--- src/rtl/iir2s_pkg.sv ---
package iir2s_pkg;

  // Number of interleaved streams sharing the datapath.
  localparam int unsigned SLOW_FACTOR = 2;

  typedef enum logic {
    CHAN_ZERO = 1'b0,
    CHAN_ONE  = 1'b1
  } chan_e;

endpackage

--- src/rtl/iir2s_delay_line.sv ---
// Register chain of DEPTH stages with synchronous clear.
module iir2s_delay_line #(
  parameter int unsigned WIDTH = 16,
  parameter int unsigned DEPTH = 3
) (
  input  logic                    clk,
  input  logic                    rst,
  input  logic signed [WIDTH-1:0] d,
  output logic signed [WIDTH-1:0] q
);

  localparam int unsigned CW = $clog2(DEPTH + 1);

  logic signed [WIDTH-1:0] stage [DEPTH];

  genvar gi;
  generate
    for (gi = 0; gi < DEPTH; gi++) begin : g_stage
      always_ff @(posedge clk) begin
        if (rst) begin
          stage[gi] <= '0;
        end else if (gi == 0) begin
          stage[gi] <= d;
        end else begin
          stage[gi] <= stage[(gi == 0) ? 0 : gi - 1];
        end
      end
    end
  endgenerate

  assign q = stage[DEPTH-1];

  // Fill counter: saturates at DEPTH once DEPTH edges have passed out of reset.
  logic [CW-1:0] fill;
  always_ff @(posedge clk) begin
    if (rst) begin
      fill <= '0;
    end else if (fill != CW'(DEPTH)) begin
      fill <= fill + 1'b1;
    end
  end

  // the tap seen by the loop is the value written DEPTH clocks earlier
  assert_tap_delay_R2: assert property (@(posedge clk) disable iff (rst)
    (fill == CW'(DEPTH)) |-> (q == $past(d, DEPTH)));

endmodule

--- src/rtl/iir2s_coef_mult.sv ---
// Signed coefficient multiply with arithmetic scaling, optionally registered.
module iir2s_coef_mult #(
  parameter int unsigned DATA_W    = 16,
  parameter int unsigned COEF_W    = 16,
  parameter int unsigned COEF_FRAC = 14,
  parameter bit          OUT_REG   = 1'b1,
  localparam int unsigned PROD_W   = DATA_W + COEF_W
) (
  input  logic                     clk,
  input  logic                     rst,
  input  logic signed [DATA_W-1:0] sample,
  input  logic signed [COEF_W-1:0] coef,
  output logic signed [PROD_W-1:0] scaled
);

  logic signed [PROD_W-1:0] prod;
  logic signed [PROD_W-1:0] prod_sh;

  always_comb begin
    prod    = PROD_W'(sample) * PROD_W'(coef);
    prod_sh = prod >>> COEF_FRAC;
  end

  generate
    if (OUT_REG) begin : g_reg
      logic signed [PROD_W-1:0] scaled_q;
      always_ff @(posedge clk) begin
        if (rst) scaled_q <= '0;
        else     scaled_q <= prod_sh;
      end
      assign scaled = scaled_q;

      // sign of the registered product follows the operands of the previous clock
      assert_prod_sign_reg_R2: assert property (@(posedge clk) disable iff (rst)
        (!$past(sample[DATA_W-1]) && !$past(coef[COEF_W-1])) |-> !scaled[PROD_W-1]);
    end else begin : g_comb
      assign scaled = prod_sh;

      // two non-negative operands give a non-negative scaled product
      assert_prod_sign_comb_R2: assert property (@(posedge clk) disable iff (rst)
        (!sample[DATA_W-1] && !coef[COEF_W-1]) |-> !scaled[PROD_W-1]);
    end
  endgenerate

endmodule

--- src/rtl/iir2s_sat_add.sv ---
// Adds a DATA_W sample to a wider feedback term and clamps to DATA_W.
module iir2s_sat_add #(
  parameter int unsigned DATA_W = 16,
  parameter int unsigned WIDE_W = 32,
  localparam int unsigned SUM_W = WIDE_W + 1
) (
  input  logic signed [DATA_W-1:0] x,
  input  logic signed [WIDE_W-1:0] fb,
  output logic signed [DATA_W-1:0] y
);

  localparam logic signed [SUM_W-1:0] MAX_V = {{(SUM_W-DATA_W+1){1'b0}}, {(DATA_W-1){1'b1}}};
  localparam logic signed [SUM_W-1:0] MIN_V = {{(SUM_W-DATA_W+1){1'b1}}, {(DATA_W-1){1'b0}}};

  logic signed [SUM_W-1:0] wide_sum;

  always_comb begin
    wide_sum = SUM_W'(x) + SUM_W'(fb);
    if (wide_sum > MAX_V)      y = MAX_V[DATA_W-1:0];
    else if (wide_sum < MIN_V) y = MIN_V[DATA_W-1:0];
    else                       y = wide_sum[DATA_W-1:0];
  end

  always_comb begin
    if (!x[DATA_W-1] && !fb[WIDE_W-1]) begin
      assert_no_wrap_pos_R3: assert (!y[DATA_W-1]);
    end
    if (x[DATA_W-1] && fb[WIDE_W-1]) begin
      assert_no_wrap_neg_R3: assert (y[DATA_W-1]);
    end
  end

endmodule

--- src/rtl/iir2s_filter.sv ---
// Two-slow, two-channel interleaved recursive filter.
module iir2s_filter #(
  parameter int unsigned DATA_W    = 16,
  parameter int unsigned COEF_W    = 16,
  parameter int unsigned COEF_FRAC = 14,
  parameter int unsigned FB_LAG    = 2,
  parameter bit          RETIME    = 1'b1
) (
  input  logic                     clk,
  input  logic                     rst,
  input  logic signed [DATA_W-1:0] in_sample,
  input  logic                     in_chan,
  input  logic signed [COEF_W-1:0] coef_a,
  output logic signed [DATA_W-1:0] out_sample,
  output logic                     out_chan
);

  import iir2s_pkg::*;

  localparam int unsigned PROD_W   = DATA_W + COEF_W;
  // Every single-stream delay is multiplied by the slow factor.
  localparam int unsigned LOOP_LEN = SLOW_FACTOR * FB_LAG;
  // One loop register is the output register y_q; RETIME moves one behind the multiplier.
  localparam int unsigned TAP_LEN  = LOOP_LEN - 1 - (RETIME ? 1 : 0);

  logic signed [DATA_W-1:0] x_q;
  chan_e                    c_q;
  logic signed [DATA_W-1:0] y_q;
  logic                     oc_q;
  logic signed [DATA_W-1:0] tap;
  logic signed [PROD_W-1:0] fb_term;
  logic signed [DATA_W-1:0] sum;

  // Input capture stage.
  always_ff @(posedge clk) begin
    if (rst) begin
      x_q <= '0;
      c_q <= CHAN_ZERO;
    end else begin
      x_q <= in_sample;
      c_q <= chan_e'(in_chan);
    end
  end

  iir2s_delay_line #(
    .WIDTH (DATA_W),
    .DEPTH (TAP_LEN)
  ) tap_i (
    .clk (clk),
    .rst (rst),
    .d   (y_q),
    .q   (tap)
  );

  iir2s_coef_mult #(
    .DATA_W    (DATA_W),
    .COEF_W    (COEF_W),
    .COEF_FRAC (COEF_FRAC),
    .OUT_REG   (RETIME)
  ) mult_i (
    .clk    (clk),
    .rst    (rst),
    .sample (tap),
    .coef   (coef_a),
    .scaled (fb_term)
  );

  iir2s_sat_add #(
    .DATA_W (DATA_W),
    .WIDE_W (PROD_W)
  ) add_i (
    .x  (x_q),
    .fb (fb_term),
    .y  (sum)
  );

  // Output stage: this register is also the first loop register.
  always_ff @(posedge clk) begin
    if (rst) begin
      y_q  <= '0;
      oc_q <= 1'b0;
    end else begin
      y_q  <= sum;
      oc_q <= c_q;
    end
  end

  assign out_sample = y_q;
  assign out_chan   = oc_q;

  // Cycles since reset, saturating at 2, for latency checks.
  logic [1:0] age;
  logic       rst_d;
  always_ff @(posedge clk) begin
    rst_d <= rst;
    if (rst)              age <= 2'd0;
    else if (age != 2'd2) age <= age + 2'd1;
  end

  // tag leaves two clocks after it entered
  assert_chan_latency_R4: assert property (@(posedge clk) disable iff (rst)
    (age == 2'd2) |-> (out_chan == $past(in_chan, 2)));

  // a reset edge leaves the outputs cleared
  always_ff @(posedge clk) begin
    if (rst_d) begin
      assert_reset_clear_R1: assert (out_sample == '0 && out_chan == 1'b0);
    end
  end

endmodule

--- config.mk ---
export PLATFORM = sky130hd
export DESIGN_NAME = iir2s_filter
export DESIGN_NICKNAME = d
export VERILOG_FILES = /design/src/rtl/iir2s_pkg.sv /design/src/rtl/iir2s_delay_line.sv /design/src/rtl/iir2s_coef_mult.sv /design/src/rtl/iir2s_sat_add.sv /design/src/rtl/iir2s_filter.sv
export SDC_FILE = /design/constraint.sdc
export NUM_CORES = 1
export LEC_CHECK = 0
export CORE_ASPECT_RATIO = 0.9
export CORE_MARGIN = 1.5
export CORE_UTILIZATION = 43
export CTS_CLUSTER_SIZE = 20
export DETAILED_ROUTE_END_ITERATION = 10
export PLACE_DENSITY = 0.65
export SLEW_MARGIN = 20
export SYNTH_ARGS = -nofsm -noshare
export SYNTH_HDL_FRONTEND = slang
export SYNTH_SLANG_ARGS = --single-unit
export TNS_END_PERCENT = 1
--- constraint.sdc ---
create_clock -name clk -period 8.35 [get_ports clk]
set_input_delay 1.67 -clock clk [delete_from_list [all_inputs] [get_ports clk]]
set_output_delay 1.67 -clock clk [all_outputs]
set_load 0.01 [all_outputs]
==> impl_metrics.json, run 1 <==
{
  "cp_max_fo": 12,
  "slowest_stage": "clkdlybuf4s50_1",
  "crit_family": "adder cells",
  "routed_wl_um": 29270,
  "critical_path.startpoint_type": "primary input",
  "synth_edf_count": 0,
  "cts.sinks": 84,
  "cts_buffer_depth": 2,
  "cp.required_ns": 8.56,
  "io_pins": 52,
  "rsz0062_at_grt": "false",
  "syn_nets": 1861,
  "slew_viol_final": 0,
  "crit_arrival_ns": 8.11,
  "min_period_ns": 7.899,
  "initial_core_util_pct": 43.42,
  "die_area_sq_um": 32130,
  "path_buf_inv": 5,
  "drt_pass1_iterations": 5,
  "antenna_cells": 0,
  "clk_latency_ns": 0.34,
  "area_growth_pct": 10.30,
  "setup_tns_ns": 0,
  "via_per_inst": 4.937,
  "worst_slew_pin_slew_ns": 0.8205,
  "path_clk_slew_ns": 0.06,
  "maxSlewHeadroom_pct": 45.06,
  "cts_resized": 0,
  "critPathMaxStageDelay_ns": 0.65,
  "fin_area_sq_um": 14730,
  "synthArstFlopShare_pct": 0,
  "coreArea_sq_um": 30760,
  "hp-class": "reg2reg",
  "max_cap_viol_count": 0,
  "rows": 61,
  "cts_setup_buffers": 0,
  "synthMuxAreaShare_pct": 0.2436,
  "antenna_found_initial": 0,
  "path_class": "in2reg",
  "synth_simple_gate_area_share_pct": 18.62,
  "status": "completed",
  "cts-root-buf": "clkbuf_16",
  "grt_overflow": 0,
  "setup_ws_ns": 0.4507,
  "grt_pass1_wl_um": 51180,
  "synth_warnings": 0,
  "drive_above_1_share_pct": 4.812,
  "synthFlopType": "dfxtp_1",
  "gp_congestion": 0.8951,
  "cp_common_cell": "fa_1",
  "ys_ff_latch": 84,
  "ant_nets": 0,
  "crit_chain": "clkdlybuf4s50_1 > and2_1 > fa_1 > inv_1 > fa_1 > fa_1 > inv_1 > fa_1 > fa_1 > inv_1 > fa_1 > inv_1 > ha_1 > and3_4 > nand3_2 > and4bb_1 > or4b_4 > nand3_4 > a2111oi_1 > or4_1",
  "cts_buffers": 9,
  "yosysSeqAreaShare_pct": 12.59,
  "dp_hpwl_um": 24830,
  "avgSynthCellArea_sq_um": 9.104,
  "power.density_nw_per_um2": 310.5,
  "synth_top_family_by_area": "adder cells",
  "via_count": 9508,
  "setup_violations": 0,
  "wl_per_cell_um": 15.20,
  "die_w_um": 188.8,
  "pre_cts_slack_ns": 0.1148,
  "finalClockSkew_ns": 0.005998,
  "place_area_sq_um": 14440,
  "hold_violations": 0,
  "ctsHoldBuffers": 0,
  "htree_levels": 3,
  "ys_types": 76,
  "leakage_nw": 7.115,
  "period_share_pct": 94.60,
  "syn_area_sq_um": 13360,
  "ir_drop_uv": 170.8,
  "grt_max_degree": 81,
  "track_usage_pct": 19.86,
  "drt_iter0_markers": 435,
  "grt_pass1_vias": 10110,
  "stdcell_count": 1926,
  "synth_fa_ha_area_share_pct": 48.36,
  "die_h_um": 170.2,
  "drc": 0,
  "place_inst": 1910,
  "synth-xor-area-share_pct": 1.892,
  "end_kind": "flip-flop",
  "synth-compound-area-share_pct": 6.886,
  "fmax_mhz": 126.6,
  "nNetsFinal": 1906,
  "cts_tree": "built",
  "io_buffers": 51,
  "syn-instance-count": 1467
}
power breakdown:
part	internal (mW)	switching, mW	total [mW]
logic	1.55	2.00	3.55
clock network	0.215	0.170	0.385
registers	0.527	0.117	0.643
total	2.29	2.28	4.57
per-stage QoR:
step	hold WS [ns]	util (%)	power [mW]
after floorplan	0.4138	-	3.182
after global placement	0.4162	46.94	4.134
after detailed placement	0.4218	46.94	4.158
after CTS	0.4362	47.89	4.602
after global routing	0.4444	47.89	5.132
final	0.4356	47.89	4.574
state kept, by name, indices dropped and copies added, names as in the netlist:
register,count
c_q,1
tap_i.stage,32
mult_i.scaled,18
out_chan,1
x_q,16
out_sample,16
cells in the final DEF, fill, tap and decap left out, types with 3 or more instances in the layout:
master	instances
fa_1	262
a211oi_1	10
xnor2_1	20
nand2b_1	10
clkbuf_16	9
o21ai_1	7
nor2b_1	58
nor4_1	10
o21ai_0	12
nand2_1	155
o211ai_1	7
xor2_1	7
nand3_1	21
a22oi_1	3
inv_1	345
a21oi_1	31
nor4b_1	4
a311oi_1	4
buf_4	37
or4b_1	3
nand4_1	12
a41oi_1	3
clkdlybuf4s50_1	50
nor3_1	13
nor3b_1	5
dfxtp_1	84
nor2_1	35
ha_1	97
a21o_1	10
and2_1	114
and3_1	7
o21a_1	4
a21boi_0	3
o221ai_1	8
cell type report:
cell class / count / area [sq um]
fill: 2872 / 16030
inverter: 345 / 1295
clock inverter: 6 / 53.80
clock buffer: 10 / 239.0
timing repair buffer: 88 / 798.3
tap: 409 / 511.7
multi-input combinational: 984 / 10150
sequential: 84 / 1682
per-layer routing:
layer | GRT usage (%) | wire, um | vias to the layer above
met1 | 28.62 | 14090 | 4699
met3 | 3.444 | 1588 | 16
li1 | - | - | 4570
met2 | 31.87 | 13370 | 223
met4 | 3.037 | 216 | 0
met5 | 0 | 0 | -
synthesized netlist by cell type (4+ instances only):
library cell	number	area, sq um
xnor2_1	20	175.2
o21a_1	4	30.03
o221ai_1	8	70.07
nand4_1	12	75.07
and2_1	114	713.2
nor2b_1	58	362.9
ha_1	97	1214
and3_1	7	43.79
a21o_1	10	75.07
nor3b_1	5	37.54
nand2_1	155	581.8
clkbuf_1	43	161.4
a311oi_1	4	35.03
nor4_1	10	62.56
a21oi_1	31	155.2
a211oi_1	10	75.07
o21ai_0	12	60.06
nor3_1	13	65.06
buf_2	5	25.02
inv_1	345	1295
xor2_1	7	61.31
dfxtp_1	84	1682
nor4b_1	4	35.03
nand3_1	21	105.1
o211ai_1	7	52.55
nor2_1	35	131.4
o21ai_1	7	35.03
fa_1	262	5245
nand2b_1	10	62.56
worst reg2reg max path, stage by stage, from the launching register on:
cell and delay (ns):
dfxtp_1 0.80, nand2_1 0.21, inv_1 0.17, fa_1 0.51, buf_4 0.20, fa_1 0.45, fa_1 0.53, fa_1 0.45
fa_1 0.56, inv_1 0.06, fa_1 0.53, inv_1 0.04, ha_1 0.30, and4_4 0.19, nand3_2 0.08, and4bb_1 0.23
or4b_4 0.59, nand3_4 0.11, a2111oi_1 0.07, or4_1 0.51
worst paths after layout:
kind	from	endpoint	slack (ns)	cells after the start
hold / removal	tap_i.stage[0][4]	tap_i.stage[1][4]	0.44	1
setup / recovery	coef_a[6]	mult_i.scaled[16]	0.45	20
setup reg to reg	tap_i.stage[1][15]	mult_i.scaled[16]	1.65	19
hold reg to reg	tap_i.stage[0][4]	tap_i.stage[1][4]	0.44	1
kinds of logic (layout without fill, tap and decap cells):
logic type,count (synthesis),after routing
AO/OA/AOI/OAI,129,129
multiplexers,3,3
AND/OR/NAND/NOR,465,465
adder cells (fa/ha/maj),359,359
flip-flops,84,84
XOR/XNOR,28,28
buffers and inverters,399,449
No activity file was read; power rests on OpenSTA's default activity.
==> run 2: changes to the inputs <==
- DONT_BUFFER_PORTS: unset -> 1
- PLACE_DENSITY: 0.65 -> 0.63
==> run 2 against run 1 <==
Flip-flop and latch count unchanged. Largest power group unchanged. Sequential share of layout area grew 0.58 points. Maximum frequency grew 6.9%. Core utilization fell by 2.3 points. Critical endpoint is now mult_i.scaled[17]. Cell count fell by 4.2%. Clock power up 9.1%. Register-to-register slack worse by 0.14 ns. Clock skew rose by 0.0041 ns.
==> impl_metrics.json, run 2 (synthesized netlist as in run 1, its figures left out) <==
{
  "fin_area_sq_um": 14010,
  "die_w_um": 188.8,
  "setup_tns_ns": 0,
  "cts-root-buf": "clkbuf_16",
  "slowest_stage": "or4b_4",
  "grt_overflow": 0,
  "coreArea_sq_um": 30760,
  "layout_commonest_cell": "inv_1",
  "drive_above_1_share_pct": 2.992,
  "slew_viol_final": 0,
  "gp_congestion": 0.8727,
  "drt_pass1_iterations": 5,
  "cts_buffers": 9,
  "initial_core_util_pct": 43.42,
  "swShare_pct": 51.99,
  "path_class": "in2reg",
  "cts_resized": 0,
  "seq_power_share_pct": 14.9,
  "ant_nets": 0,
  "hp-class": "reg2reg",
  "clk_latency_ns": 0.34,
  "dp_hpwl_um": 24090,
  "min_period_ns": 7.390,
  "min-delay-start": "tap_i.stage[0][15]",
  "ir_drop_uv": 209.8,
  "crit_chain": "inv_1 > nor2_1 > fa_1 > fa_1 > fa_1 > fa_1 > fa_1 > inv_1 > fa_1 > inv_1 > ha_1 > and4_4 > nand3_2 > and4bb_1 > or4b_4 > a31oi_2 > o21ai_1 > mux2_1",
  "power.density_nw_per_um2": 311.5,
  "pre_cts_slack_ns": 0.5933,
  "cts_tree": "built",
  "period_share_pct": 88.50,
  "drc": 0,
  "maxSlewHeadroom_pct": 41.92,
  "nNetsFinal": 1826,
  "setup_violations": 0,
  "place_area_sq_um": 13700,
  "largest_reg_flops": 32,
  "cp_common_cell": "fa_1",
  "area_growth_pct": 4.928,
  "startpoint": "coef_a[15]",
  "antenna_found_initial": 0,
  "wl_per_cell_um": 16.24,
  "antenna_cells": 0,
  "rows": 61,
  "io_pins": 52,
  "r2r-start": "tap_i.stage[1][7]",
  "routed_wl_um": 29980,
  "worst_slew_pin_slew_ns": 0.8700,
  "io_buffers": 0,
  "crit_family": "adder cells",
  "grt_pass1_wl_um": 51680,
  "cts.sinks": 84,
  "cts_buffer_depth": 2,
  "fillers": 2968,
  "p_clk_share_pct": 9.6,
  "critical_path.startpoint_type": "primary input",
  "drt_iter0_markers": 456,
  "path_clk_slew_ns": 0.07,
  "setup_ws_ns": 0.9600,
  "path_buf_inv": 3,
  "htree_levels": 3,
  "ctsHoldBuffers": 0,
  "track_usage_pct": 20.28,
  "rsz0062_at_grt": "false",
  "largest-register": "tap_i.stage",
  "max_cap_viol_count": 0,
  "end_kind": "flip-flop",
  "critPathMaxStageDelay_ns": 0.60,
  "cp.required_ns": 8.58,
  "via_per_inst": 5.066,
  "status": "completed",
  "via_count": 9351,
  "cts_setup_buffers": 0,
  "leakage_nw": 6.788,
  "grt_max_degree": 101,
  "die_area_sq_um": 32130,
  "hold_violations": 0,
  "finish.utilization_pct": 45.56,
  "crit_arrival_ns": 7.62,
  "cp_max_fo": 11,
  "grt_pass1_vias": 9950,
  "finalClockSkew_ns": 0.01006,
  "mostFrequentLayoutCells": "inv_1 (345), fa_1 (262), nand2_1 (155)",
  "p_sw_mw": 2.269,
  "power_frac_comb_pct": 75.4,
  "fmax_mhz": 135.3,
  "p_int_mw": 2.096,
  "die_h_um": 170.2
}
run 2: changes by cell type in the layout (fill, tap and decap cells not counted):
cell	delta
buf_12	-1
buf_4	-29
bufinv_16	+1
clkbuf_8	-1
clkdlybuf4s50_1	-50
clkinv_4	-2
inv_8	+2
run 2: power by group through the flow:
stage	combinational, mW	sequential [mW]	clock, mW
after detailed placement	3.27	0.660	0
final	3.29	0.652	0.420
after CTS	3.32	0.653	0.429
after global routing	3.77	0.664	0.445
after global placement	3.24	0.663	0
after floorplan	2.59	0.590	0
run 2: final cells by class:
cell class              count  area, sq um  area share (%)
multi-input cells         984        10150           72.44
flip-flops and latches     84         1682           12.00
inverters                 345         1295           9.241
well taps                 409        511.7           3.652
clock buffers               9        225.2           1.607
clock inverters             7        88.84          0.6339
repair buffers              8        60.06          0.4286
run 2: metal layers:
metal  vias up  wire length [um]  part of all wire, %  global-route usage [%]
li1       4405                 -                    -                       -
met1      4714             14320                   48                   29.53
met2       208             13790                   46                   33.01
met3        24              1432                  4.8                   1.939
met4         0               431                  1.4                   3.934
met5         -                 0                    0                       0
run 2: path summary, 6_finish.rpt:
| kind | endpoint | slack [ns] | depth (start not counted) |
|---|---|---|---|
| hold / removal | tap_i.stage[1][15] | 0.44 | 1 |
| setup / recovery | mult_i.scaled[17] | 0.96 | 18 |
| hold reg to reg | tap_i.stage[1][15] | 0.44 | 1 |
| setup reg to reg | mult_i.scaled[17] | 1.51 | 18 |
run 2: through the flow:
step / instances / total power, mW / hold slack [ns]
floorplan: 1467 / 3.182 / 0.4138
global placement: 1830 / 3.900 / 0.4170
detailed placement: 1830 / 3.935 / 0.4241
CTS: 1846 / 4.399 / 0.4367
global route: 1846 / 4.874 / 0.4550
finish: 1846 / 4.365 / 0.4386
run 2: worst reg2reg max path, stage by stage, from the launching register on:
cell	delay [ns]
dfxtp_1	0.89
nand2_1	0.19
fa_1	0.57
inv_1	0.06
fa_1	0.50
fa_1	0.52
fa_1	0.52
fa_1	0.54
inv_1	0.06
fa_1	0.54
inv_1	0.05
ha_1	0.41
a21oi_2	0.15
o21ai_0	0.14
a221oi_2	0.31
or4b_4	0.58
a31oi_2	0.28
o21ai_1	0.11
mux2_1	0.32
